### config.mk
export PLATFORM = sky130hd
export DESIGN_NAME = prescaled_timer
export DESIGN_NICKNAME = d
export VERILOG_FILES = /design/src/rtl/tmr_pkg.sv /design/src/rtl/tmr_count_core.sv /design/src/rtl/tmr_match_bank.sv /design/src/rtl/tmr_capture_chan.sv /design/src/rtl/prescaled_timer.sv
export SDC_FILE = /design/constraint.sdc
export NUM_CORES = 1
export LEC_CHECK = 0
export ABC_AREA = 0
export BUFFER_PORTS_ARGS = -buffer_cell sky130_fd_sc_hd__buf_4
export CORE_ASPECT_RATIO = 1.2
export CORE_UTILIZATION = 38
export CTS_BUF_LIST = sky130_fd_sc_hd__clkbuf_16
export DETAILED_ROUTE_END_ITERATION = 8
export GPL_TIMING_DRIVEN = 0
export PLACE_DENSITY = 0.55
export SETUP_SLACK_MARGIN = 0.1
export SYNTH_ARGS = -nofsm -noshare
export SYNTH_HDL_FRONTEND = slang
export SYNTH_SLANG_ARGS = --single-unit
### constraint.sdc
create_clock -name clk -period 4.2 [get_ports clk]
set_clock_uncertainty 0.1 [all_clocks]
set_input_delay 0.84 -clock clk [delete_from_list [all_inputs] [get_ports clk]]
set_output_delay 0.84 -clock clk [all_outputs]
set_load 0.005 [all_outputs]
### src/rtl/tmr_pkg.sv
package tmr_pkg;

  // Register word offsets shared by decode and bench documentation
  localparam int OFS_FLAG   = 0;
  localparam int OFS_CTRL   = 1;
  localparam int OFS_TC     = 2;
  localparam int OFS_PR     = 3;
  localparam int OFS_PC     = 4;
  localparam int OFS_MCTL   = 5;
  localparam int OFS_MATCH0 = 6;

  // Control register bit positions
  localparam int CTRL_RUN  = 0;
  localparam int CTRL_HOLD = 1;

  // Per-channel compare action field, bit 0 = event, 1 = zero, 2 = halt
  typedef struct packed {
    logic halt;
    logic zero;
    logic evt;
  } mch_cfg_t;

  // Per-channel capture field, bit 0 = rising, 1 = falling, 2 = event
  typedef struct packed {
    logic evt;
    logic fall;
    logic rise;
  } cch_cfg_t;

endpackage

### src/rtl/tmr_count_core.sv
module tmr_count_core #(
  parameter int CNT_W = 32
) (
  input  logic             clk,
  input  logic             rst,
  input  logic             run,
  input  logic             hold,
  input  logic             wr_tc,
  input  logic             wr_pc,
  input  logic             wrap_zero,
  input  logic [CNT_W-1:0] pr,
  input  logic [CNT_W-1:0] wdata,
  output logic             tick,
  output logic [CNT_W-1:0] tc,
  output logic [CNT_W-1:0] pc
);

  // Wrap also when pc sits above a newly lowered prescale value
  assign tick = run && !hold && (pc >= pr);

  always_ff @(posedge clk) begin
    if (rst || hold) begin
      tc <= '0;
      pc <= '0;
    end else begin
      if (wr_pc)     pc <= wdata;
      else if (tick) pc <= '0;
      else if (run)  pc <= pc + 1'b1;

      if (wr_tc)     tc <= wdata;
      else if (tick) tc <= wrap_zero ? '0 : tc + 1'b1;
    end
  end


  hold_zero_chk: assert property (@(posedge clk) disable iff (rst)
    hold |=> (tc == '0 && pc == '0));


  pc_wrap_chk: assert property (@(posedge clk) disable iff (rst)
    (tick && !wr_pc) |=> (pc == '0));


  pc_step_chk: assert property (@(posedge clk) disable iff (rst)
    (run && !hold && !tick && !wr_pc) |=> (pc == $past(pc) + 1'b1));


  tc_frozen_chk: assert property (@(posedge clk) disable iff (rst)
    (!run && !hold && !wr_tc) |=> $stable(tc));

endmodule

### src/rtl/tmr_match_bank.sv
module tmr_match_bank #(
  parameter int CNT_W     = 32,
  parameter int NUM_MATCH = 4
) (
  input  logic                   tick,
  input  logic [CNT_W-1:0]       tc,
  input  logic [CNT_W-1:0]       match_val [NUM_MATCH],
  input  logic [3*NUM_MATCH-1:0] mctl,
  output logic [NUM_MATCH-1:0]   evt_set,
  output logic                   wrap_zero,
  output logic                   halt_req
);

  logic [NUM_MATCH-1:0] zero_hit;
  logic [NUM_MATCH-1:0] halt_hit;

  for (genvar n = 0; n < NUM_MATCH; n++) begin : g_ch
    tmr_pkg::mch_cfg_t cfg;
    logic              hit;
    assign cfg         = mctl[3*n +: 3];
    assign hit         = tick && (tc == match_val[n]);
    assign evt_set[n]  = hit && cfg.evt;
    assign zero_hit[n] = hit && cfg.zero;
    assign halt_hit[n] = hit && cfg.halt;
  end

  assign wrap_zero = |zero_hit;
  assign halt_req  = |halt_hit;

endmodule

### src/rtl/tmr_capture_chan.sv
module tmr_capture_chan #(
  parameter int CNT_W       = 32,
  parameter int SYNC_STAGES = 2
) (
  input  logic             clk,
  input  logic             rst,
  input  logic             cap_in,
  input  logic             rise_en,
  input  logic             fall_en,
  input  logic [CNT_W-1:0] tc,
  output logic             load,
  output logic [CNT_W-1:0] cap_q
);

  // Stages 0..SYNC_STAGES-1 synchronize, the last one holds the old level
  logic [SYNC_STAGES:0] shr;
  logic                 cur;
  logic                 prev;

  always_ff @(posedge clk) begin
    if (rst) shr <= '0;
    else     shr <= {shr[SYNC_STAGES-1:0], cap_in};
  end

  assign cur  = shr[SYNC_STAGES-1];
  assign prev = shr[SYNC_STAGES];
  assign load = (rise_en && cur && !prev) || (fall_en && !cur && prev);

  always_ff @(posedge clk) begin
    if (rst)       cap_q <= '0;
    else if (load) cap_q <= tc;
  end


  cap_hold_chk: assert property (@(posedge clk) disable iff (rst)
    !load |=> $stable(cap_q));


  cap_copy_chk: assert property (@(posedge clk) disable iff (rst)
    load |=> (cap_q == $past(tc)));

endmodule

### src/rtl/prescaled_timer.sv
module prescaled_timer #(
  parameter int CNT_W       = 32,
  parameter int NUM_MATCH   = 4,
  parameter int NUM_CAP     = 4,
  parameter int SYNC_STAGES = 2,
  parameter int ADDR_W      = 4
) (
  input  logic               clk,
  input  logic               rst,
  input  logic [ADDR_W-1:0]  bus_addr,
  input  logic               bus_we,
  input  logic [CNT_W-1:0]   bus_wdata,
  output logic [CNT_W-1:0]   bus_rdata,
  input  logic [NUM_CAP-1:0] cap_in,
  output logic               irq
);
  import tmr_pkg::*;

  localparam int FLAG_W   = NUM_MATCH + NUM_CAP;
  localparam int OFS_CCTL = OFS_MATCH0 + NUM_MATCH;
  localparam int OFS_CAP0 = OFS_CCTL + 1;

  int addr_i;
  assign addr_i = int'(bus_addr);

  logic [1:0]             ctrl_q;
  logic [CNT_W-1:0]       pr_q;
  logic [3*NUM_MATCH-1:0] mctl_q;
  logic [3*NUM_CAP-1:0]   cctl_q;
  logic [CNT_W-1:0]       match_q [NUM_MATCH];
  logic [FLAG_W-1:0]      flags_q, flags_d, clr_vec, set_vec;
  logic [CNT_W-1:0]       rd_mux;

  logic wr_flag, wr_ctrl, wr_tc, wr_pr, wr_pc, wr_mctl, wr_cctl;
  assign wr_flag = bus_we && addr_i == OFS_FLAG;
  assign wr_ctrl = bus_we && addr_i == OFS_CTRL;
  assign wr_tc   = bus_we && addr_i == OFS_TC;
  assign wr_pr   = bus_we && addr_i == OFS_PR;
  assign wr_pc   = bus_we && addr_i == OFS_PC;
  assign wr_mctl = bus_we && addr_i == OFS_MCTL;
  assign wr_cctl = bus_we && addr_i == OFS_CCTL;

  // Counter core
  logic             tick, wrap_zero, halt_req;
  logic [CNT_W-1:0] tc, pc;

  tmr_count_core #(.CNT_W(CNT_W)) u_core (
    .clk       (clk),
    .rst       (rst),
    .run       (ctrl_q[CTRL_RUN]),
    .hold      (ctrl_q[CTRL_HOLD]),
    .wr_tc     (wr_tc),
    .wr_pc     (wr_pc),
    .wrap_zero (wrap_zero),
    .pr        (pr_q),
    .wdata     (bus_wdata),
    .tick      (tick),
    .tc        (tc),
    .pc        (pc)
  );

  // Compare channels
  logic [NUM_MATCH-1:0] match_set;

  tmr_match_bank #(.CNT_W(CNT_W), .NUM_MATCH(NUM_MATCH)) u_match (
    .tick      (tick),
    .tc        (tc),
    .match_val (match_q),
    .mctl      (mctl_q),
    .evt_set   (match_set),
    .wrap_zero (wrap_zero),
    .halt_req  (halt_req)
  );

  // Capture channels
  logic [NUM_CAP-1:0] cap_set;
  logic [NUM_CAP-1:0] cap_load;
  logic [CNT_W-1:0]   cap_val [NUM_CAP];

  for (genvar n = 0; n < NUM_CAP; n++) begin : g_cap
    cch_cfg_t cfg;
    assign cfg = cctl_q[3*n +: 3];

    tmr_capture_chan #(.CNT_W(CNT_W), .SYNC_STAGES(SYNC_STAGES)) u_chan (
      .clk     (clk),
      .rst     (rst),
      .cap_in  (cap_in[n]),
      .rise_en (cfg.rise),
      .fall_en (cfg.fall),
      .tc      (tc),
      .load    (cap_load[n]),
      .cap_q   (cap_val[n])
    );

    assign cap_set[n] = cap_load[n] && cfg.evt;
  end

  // Configuration registers
  always_ff @(posedge clk) begin
    if (rst) begin
      ctrl_q <= '0;
      pr_q   <= '0;
      mctl_q <= '0;
      cctl_q <= '0;
      for (int n = 0; n < NUM_MATCH; n++) match_q[n] <= '0;
    end else begin
      if (wr_ctrl) ctrl_q <= bus_wdata[1:0];
      if (halt_req) ctrl_q[CTRL_RUN] <= 1'b0;
      if (wr_pr)   pr_q   <= bus_wdata;
      if (wr_mctl) mctl_q <= bus_wdata[3*NUM_MATCH-1:0];
      if (wr_cctl) cctl_q <= bus_wdata[3*NUM_CAP-1:0];
      for (int n = 0; n < NUM_MATCH; n++)
        if (bus_we && addr_i == OFS_MATCH0 + n) match_q[n] <= bus_wdata;
    end
  end

  // Flag register: set beats clear
  assign set_vec = {cap_set, match_set};

  always_comb begin
    clr_vec = wr_flag ? bus_wdata[FLAG_W-1:0] : '0;
    flags_d = (flags_q & ~clr_vec) | set_vec;
  end

  always_ff @(posedge clk) begin
    if (rst) begin
      flags_q <= '0;
      irq     <= 1'b0;
    end else begin
      flags_q <= flags_d;
      irq     <= |flags_d;
    end
  end

  // Read path
  always_comb begin
    rd_mux = '0;
    if (addr_i == OFS_FLAG) rd_mux = CNT_W'(flags_q);
    if (addr_i == OFS_CTRL) rd_mux = CNT_W'(ctrl_q);
    if (addr_i == OFS_TC)   rd_mux = tc;
    if (addr_i == OFS_PR)   rd_mux = pr_q;
    if (addr_i == OFS_PC)   rd_mux = pc;
    if (addr_i == OFS_MCTL) rd_mux = CNT_W'(mctl_q);
    if (addr_i == OFS_CCTL) rd_mux = CNT_W'(cctl_q);
    for (int n = 0; n < NUM_MATCH; n++)
      if (addr_i == OFS_MATCH0 + n) rd_mux = match_q[n];
    for (int n = 0; n < NUM_CAP; n++)
      if (addr_i == OFS_CAP0 + n) rd_mux = cap_val[n];
  end

  always_ff @(posedge clk) begin
    if (rst) bus_rdata <= '0;
    else     bus_rdata <= rd_mux;
  end


  halt_clears_run_chk: assert property (@(posedge clk) disable iff (rst)
    halt_req |=> !ctrl_q[CTRL_RUN]);


  zero_on_match_chk: assert property (@(posedge clk) disable iff (rst)
    (wrap_zero && !wr_tc && !ctrl_q[CTRL_HOLD]) |=> (tc == '0));

  for (genvar i = 0; i < FLAG_W; i++) begin : g_flag_chk

    evt_wins_chk: assert property (@(posedge clk) disable iff (rst)
      set_vec[i] |=> flags_q[i]);


    w1c_chk: assert property (@(posedge clk) disable iff (rst)
      (wr_flag && bus_wdata[i] && !set_vec[i]) |=> !flags_q[i]);


    no_spurious_flag_chk: assert property (@(posedge clk) disable iff (rst)
      (!flags_q[i] && !set_vec[i]) |=> !flags_q[i]);
  end


  irq_low_chk: assert property (@(posedge clk) disable iff (rst)
    (flags_q == '0 && set_vec == '0) |=> !irq);

endmodule

---- Word level (Yosys, flattened, before mapping) ----
Cells that the tools add are included.
storage, ports and cells
  bits in registers ....................... 431
  logic and storage cells ................. 137
cells by class
  add/subtract/negate cells ............... 2
  $lt $le $gt $ge ......................... 1
  equality and inequality tests ........... 18
  multiplexer cells ....................... 22
  bitwise logic cells ..................... 3
  reductions and logical operators ........ 69
operators by type and width
  cell                     count
  $mux W32                 20
  $eq A32 B32 Y1           4
  $add A32 B1 Y32 const B  2
  $logic_and A1 B1 Y1      49
  $eq A4 B4 Y1 const B     8
  $ge A32 B32 Y1           1
  $logic_not A32 Y1        1
  $eq A4 B3 Y1 const B     4
  $mux W8                  2
  $logic_not A1 Y1         9
  $and A8 B8 Y8            1
  $eq A4 B2 Y1 const B     2
  $not A8 Y8               1
  $or A8 B8 Y8             1
  $reduce_or A8 Y1         1
  $logic_or A1 B1 Y1       5
  $reduce_or A5 Y1         1
  $reduce_or A4 Y1         1
  $reduce_bool A3 Y1       1
  $reduce_bool A2 Y1       1

---- Logic depth before layout (Yosys ltp) ----
  depth in word-level cells ............... 16
  mapped depth ............................ 12

---- Modules after synthesis ----
From an unflattened synthesis, not the netlist that was laid out.
second synthesis, totals
  cell total of the unflattened synthesis .. 3084
  area, all modules ....................... 24299.6 um^2
modules (own cells, without submodules)
  module            times used  cells an instance  area each (um^2)  sequential area each (um^2)
  prescaled_timer   1           1596               11653.7           4544.4
  tmr_capture_chan  4           149                1561.5            700.7
  tmr_count_core    1           669                4738.3            1281.2
  tmr_match_bank    1           223                1661.6            0.0

---- Worst setup path after synthesis ----
No wires, ideal clock.
  kind .................................... input -> register
  start ................................... in bus_addr[1]
  end ..................................... reg pr_q[10]
  arrival ................................. 2.607 ns
  required time ........................... 3.968 ns
  slack ................................... 1.361 ns
  stages .................................. 9
  path buffers ............................ 4
  cells stage by stage .................... buf_2 clkbuf_1 nand2_1 nor3_1 buf_2 nand2_1 clkbuf_1 nand2_1 a21oi_1
between the ends
  cells in the longest elaborated chain, start to end .. 2
RTL lines
  item                    line                    source
  start: declaration      prescaled_timer.sv:10   input logic [ADDR_W-1:0] bus_addr,
  $eq A4 B3 Y1            prescaled_timer.sv:38   assign wr_pr = bus_we && addr_i == OFS_PR;
  $logic_and A1 B1 Y1     prescaled_timer.sv:38
  end signal: assignment  prescaled_timer.sv:109  if (wr_pr) pr_q <= bus_wdata;
  end: declaration        prescaled_timer.sv:27   logic [CNT_W-1:0] pr_q;
Every way passes these cells.
A chain may end at the register's enable or synchronous reset.

---- Worst setup path after layout ----
  start ................................... reg u_core.tc[19]
  end ..................................... reg u_core.tc[2]
between the ends
  cells in the longest elaborated chain, start to end .. 7
  elaborated cells between the ends (all ways) .. 16
  classes of those cells .................. 4 x eq/ne; 3 x mux; 9 x reduce/logical
RTL lines
  item                      line                  source
  start: declaration        tmr_count_core.sv:14  output logic [CNT_W-1:0] tc,
  start signal: assignment  tmr_count_core.sv:30  if (wr_tc) tc <= wdata;
  start signal: assignment  tmr_count_core.sv:31  else if (tick) tc <= wrap_zero ? '0 : tc + 1'b1;
  $eq A32 B32 Y1            tmr_match_bank.sv:21  assign hit = tick && (tc == match_val[n]);
  $logic_and A1 B1 Y1       tmr_match_bank.sv:21
  $logic_and A1 B1 Y1       tmr_match_bank.sv:23  assign zero_hit[n] = hit && cfg.zero;
  $reduce_or A4 Y1 *        tmr_match_bank.sv:27  assign wrap_zero = |zero_hit;
  $mux W32 * (2 in series)  tmr_count_core.sv:31
  $mux W32 *                tmr_count_core.sv:30
Mark *: on every way between the ends. The rest lies on a longest branch, timed or not. The select of a mux whose other input is x is not followed.

==> run_results.csv <==
group,metric,value,unit
detailed_routing,firstDrtPassIters,8,
placed_design,dp_cells,3514,
timing,finalMaxSlewViolations,0,
global_routing,grt_pass1_wl,139.1,mm
global_routing,grt_overflow,0,
cts,cts_hold_buf,0,
yosys,synth_warnings,0,
placed_design,io_buffers,62,
cts,cts_max_level,2,
global_routing,antenna_found_initial,1,
power,p_leak,8.792,nW
cts,numCtsBuffers,47,
final_layout,instances_no_fill,3598,
placed_design,gp_congestion,1.042,
timing,relSlewSlack,15.58,%
yosys,synth_cell_types,61,
timing,final-setup-viol-count,0,
final_layout,synthToLayoutAreaGrowth,13.42,%
floorplanning,die-area,56140,sq um
timing,timing.final.crit_share,94.12,%
cts,cts_tree,"yes",
worst_hold_path,min_path_type,"flop to flop",
detailed_routing,wl_per_cell,27.03,microns
cts,cts_root_buf,"clkbuf_16",
timing,fin_tns_setup,0,ns
cts,clock_latency,0.61,ns
global_routing,grt_use_total,33.92,%
yosys,yosysSeqAreaShare,41.14,%
yosys,syn_area_per_cell,7.654,sq um
timing,tightest_slew,1.255,ns
power,ir_worst_vdd,289.9,uV
critical_path,crit_required,4.56,ns
floorplanning,initial_core_util,38.76,%
floorplanning,ios,76,
detailed_routing,drt_iter0_markers,2830,
critical_path,cp-end-kind,"flop",
floorplanning,coreArea,54110,sq um
detailed_routing,avgViaCountPerCell,6.013,
critical_path,critPathMaxFanout,10,
cts,numClockSinks,431,
yosys,synthesis.instances,2740,
placed_design,hpwl,75.02,mm
power,p_per_area,386.6,nW/um^2
final_layout,nets,2928,
floorplanning,die_w,216.5,microns
detailed_routing,vias,21640,
final_layout,n_antenna_cell,0,
final_layout,nFillCells,5502,
cts,clk_pin_slew,0.07,ns
yosys,synth_seq_cells,431,
yosys,synth_area,20970,sq um
yosys,postSynth.asyncResetShare,0,%
timing,fin_crit,3.953,ns
run_status,status,"finished, final reports clean",
global_routing,grt_max_degree,13,
critical_path,critPathKind,"flop to flop",
final_layout,layout-drive-gt1-share,6.584,%
detailed_routing,wl,97.26,mm
detailed_routing,drtAntennaViolNets,0,
yosys,synth_edf_count,0,
critical_path,cp-start-kind,"flop",
timing,hold_viol_final,0,
detailed_routing,drcViolationCount,0,
yosys,synth.net_count,2817,
job,max_cap_viol_count,0,
timing,fmax,253.0,MHz
cts,clk_path_buf_depth,3,
global_routing,grt_pass1_vias,20380,
floorplanning,die_h,259.4,microns
yosys,synthFlopType,"dfxtp_1",
floorplanning,fp-row-count,93,
timing,grt_setup_unrepaired,"false",
critical_path,crit_arrival,4.32,ns
final cells by class:
type	instances	area (sq um)	share of cell area (%)
inverter	48	180.2	0.7575
sequential	431	8628	36.27
clock inverter	36	239.0	1.005
timing repair buffer	62	465.4	1.957
tap	712	890.9	3.745
buffer	244	1055	4.434
multi-input combinational	2017	11130	46.78
clock buffer	48	1201	5.050
worst max-delay path: stages (launching register included):
cell	delay, ns
dfxtp_1	0.46
buf_4	0.25
xor2_1	0.19
nor4_1	0.75
nand4_1	0.48
nor3_1	0.29
a2111o_1	0.29
clkbuf_1	0.53
nor2_1	0.17
a22oi_1	0.18
o21ai_0	0.10
registers in the layout (all words and copies together) (netlist names), 32 cells and up:
register,cells
match_q,128
u_core.tc,32
bus_rdata,32
u_core.pc,32
g_cap.u_chan.cap_q,128
pr_q,32
kinds of logic after synthesis:
group                    share of synthesized area (%)
multiplexers                                    0.6085
buffers and inverters                            5.876
flip-flops                                       41.14
XOR/XNOR                                         5.841
AND/OR/NAND/NOR                                  22.96
AO/OA/AOI/OAI                                    21.55
adder cells (fa/ha/maj)                          2.028
power breakdown:
| group | total [mW] | internal (mW) | switching [mW] |
|---|---|---|---|
| combinational | 0.962 | 0.249 | 0.713 |
| sequential | 4.21 | 4.15 | 0.0597 |
| clock | 4.03 | 2.24 | 1.79 |
| total | 9.20 | 6.64 | 2.56 |
layout by cell type (no fill, tap or decap), types with 9 or more instances in the layout:
master	instances
xor2_1	130
nand2_1	705
a221o_1	18
and2_1	11
dfxtp_1	431
nor2_1	84
ha_1	34
buf_2	28
a22oi_1	74
a31oi_1	16
o22ai_1	26
a222oi_1	40
clkbuf_1	174
nor2b_1	20
a221oi_1	24
and3_1	35
nor4_1	43
nor3_1	43
nand4_1	51
o21ai_0	107
a21oi_1	389
clkbuf_16	48
o21a_1	9
inv_1	65
buf_1	18
buf_4	79
nand3_1	35
nor4b_1	16
worst paths after layout:
kind	slack [ns]	cells after the start	end	start
max reg2reg	0.25	10	u_core.tc[2]	u_core.tc[19]
min	0.35	2	g_cap[0].u_chan.cap_q[14]	g_cap[0].u_chan.cap_q[14]
min reg2reg	0.35	2	g_cap[0].u_chan.cap_q[14]	g_cap[0].u_chan.cap_q[14]
max	0.25	10	u_core.tc[2]	u_core.tc[19]
layer usage:
metal / vias up / share of wire (%) / track usage [%]
met5: - / 0 / 0
met4: 0 / 6.0 / 18.45
met3: 259 / 7.6 / 5.062
met2: 1092 / 46 / 55.22
met1: 10470 / 41 / 43.10
li1: 9811 / - / -
what timing repair did:
| action | CTS | global route |
|---|---|---|
| setup endpoints to repair | 33 | 24 |
| resized for setup | 2 | 2 |
| pin swaps | 0 | 0 |
| setup buffers | 0 | 0 |
metrics by stage:
step	worst slack, ns	hold slack [ns]	total power [mW]	instance area (sq um)	utilization, %
after floorplan	1.361	0.3138	4.761	20970	-
after global placement	-0.2642	0.3236	5.213	22330	41.27
after detailed placement	-0.2980	0.3357	5.218	22330	41.28
after CTS	0.1339	0.3366	9.191	23780	43.95
after global routing	0.1288	0.3500	9.447	23790	43.96
final	0.2469	0.3467	9.196	23790	43.96
cell usage after synthesis (7+ instances only):
cell,n,area [sq um]
a221o_1,18,180.2
dfxtp_1,431,8628
o22ai_1,26,162.7
clkbuf_1,176,660.6
a222oi_1,40,400.4
nor3_1,45,225.2
a31oi_1,16,100.1
nor2b_1,20,125.1
a221oi_1,24,210.2
buf_2,28,140.1
a21oi_1,389,1947
xor2_1,130,1139
ha_1,34,425.4
and3_1,35,219.0
o21a_1,9,67.56
and4_1,7,61.31
a22oi_1,74,555.5
inv_1,48,180.2
nor2_1,84,315.3
buf_1,18,67.56
nand3b_1,8,60.06
nand2_1,705,2646
and2_1,11,68.82
a2111oi_0,7,61.31
xnor2_1,8,70.07
nor4b_1,16,140.1
buf_4,17,127.6
nand4_1,51,319.1
a211o_1,7,61.31
nand3_1,35,175.2
nor4_1,43,269.0
o21ai_0,107,535.5
Note: power is estimated with default switching activity, not from simulation.
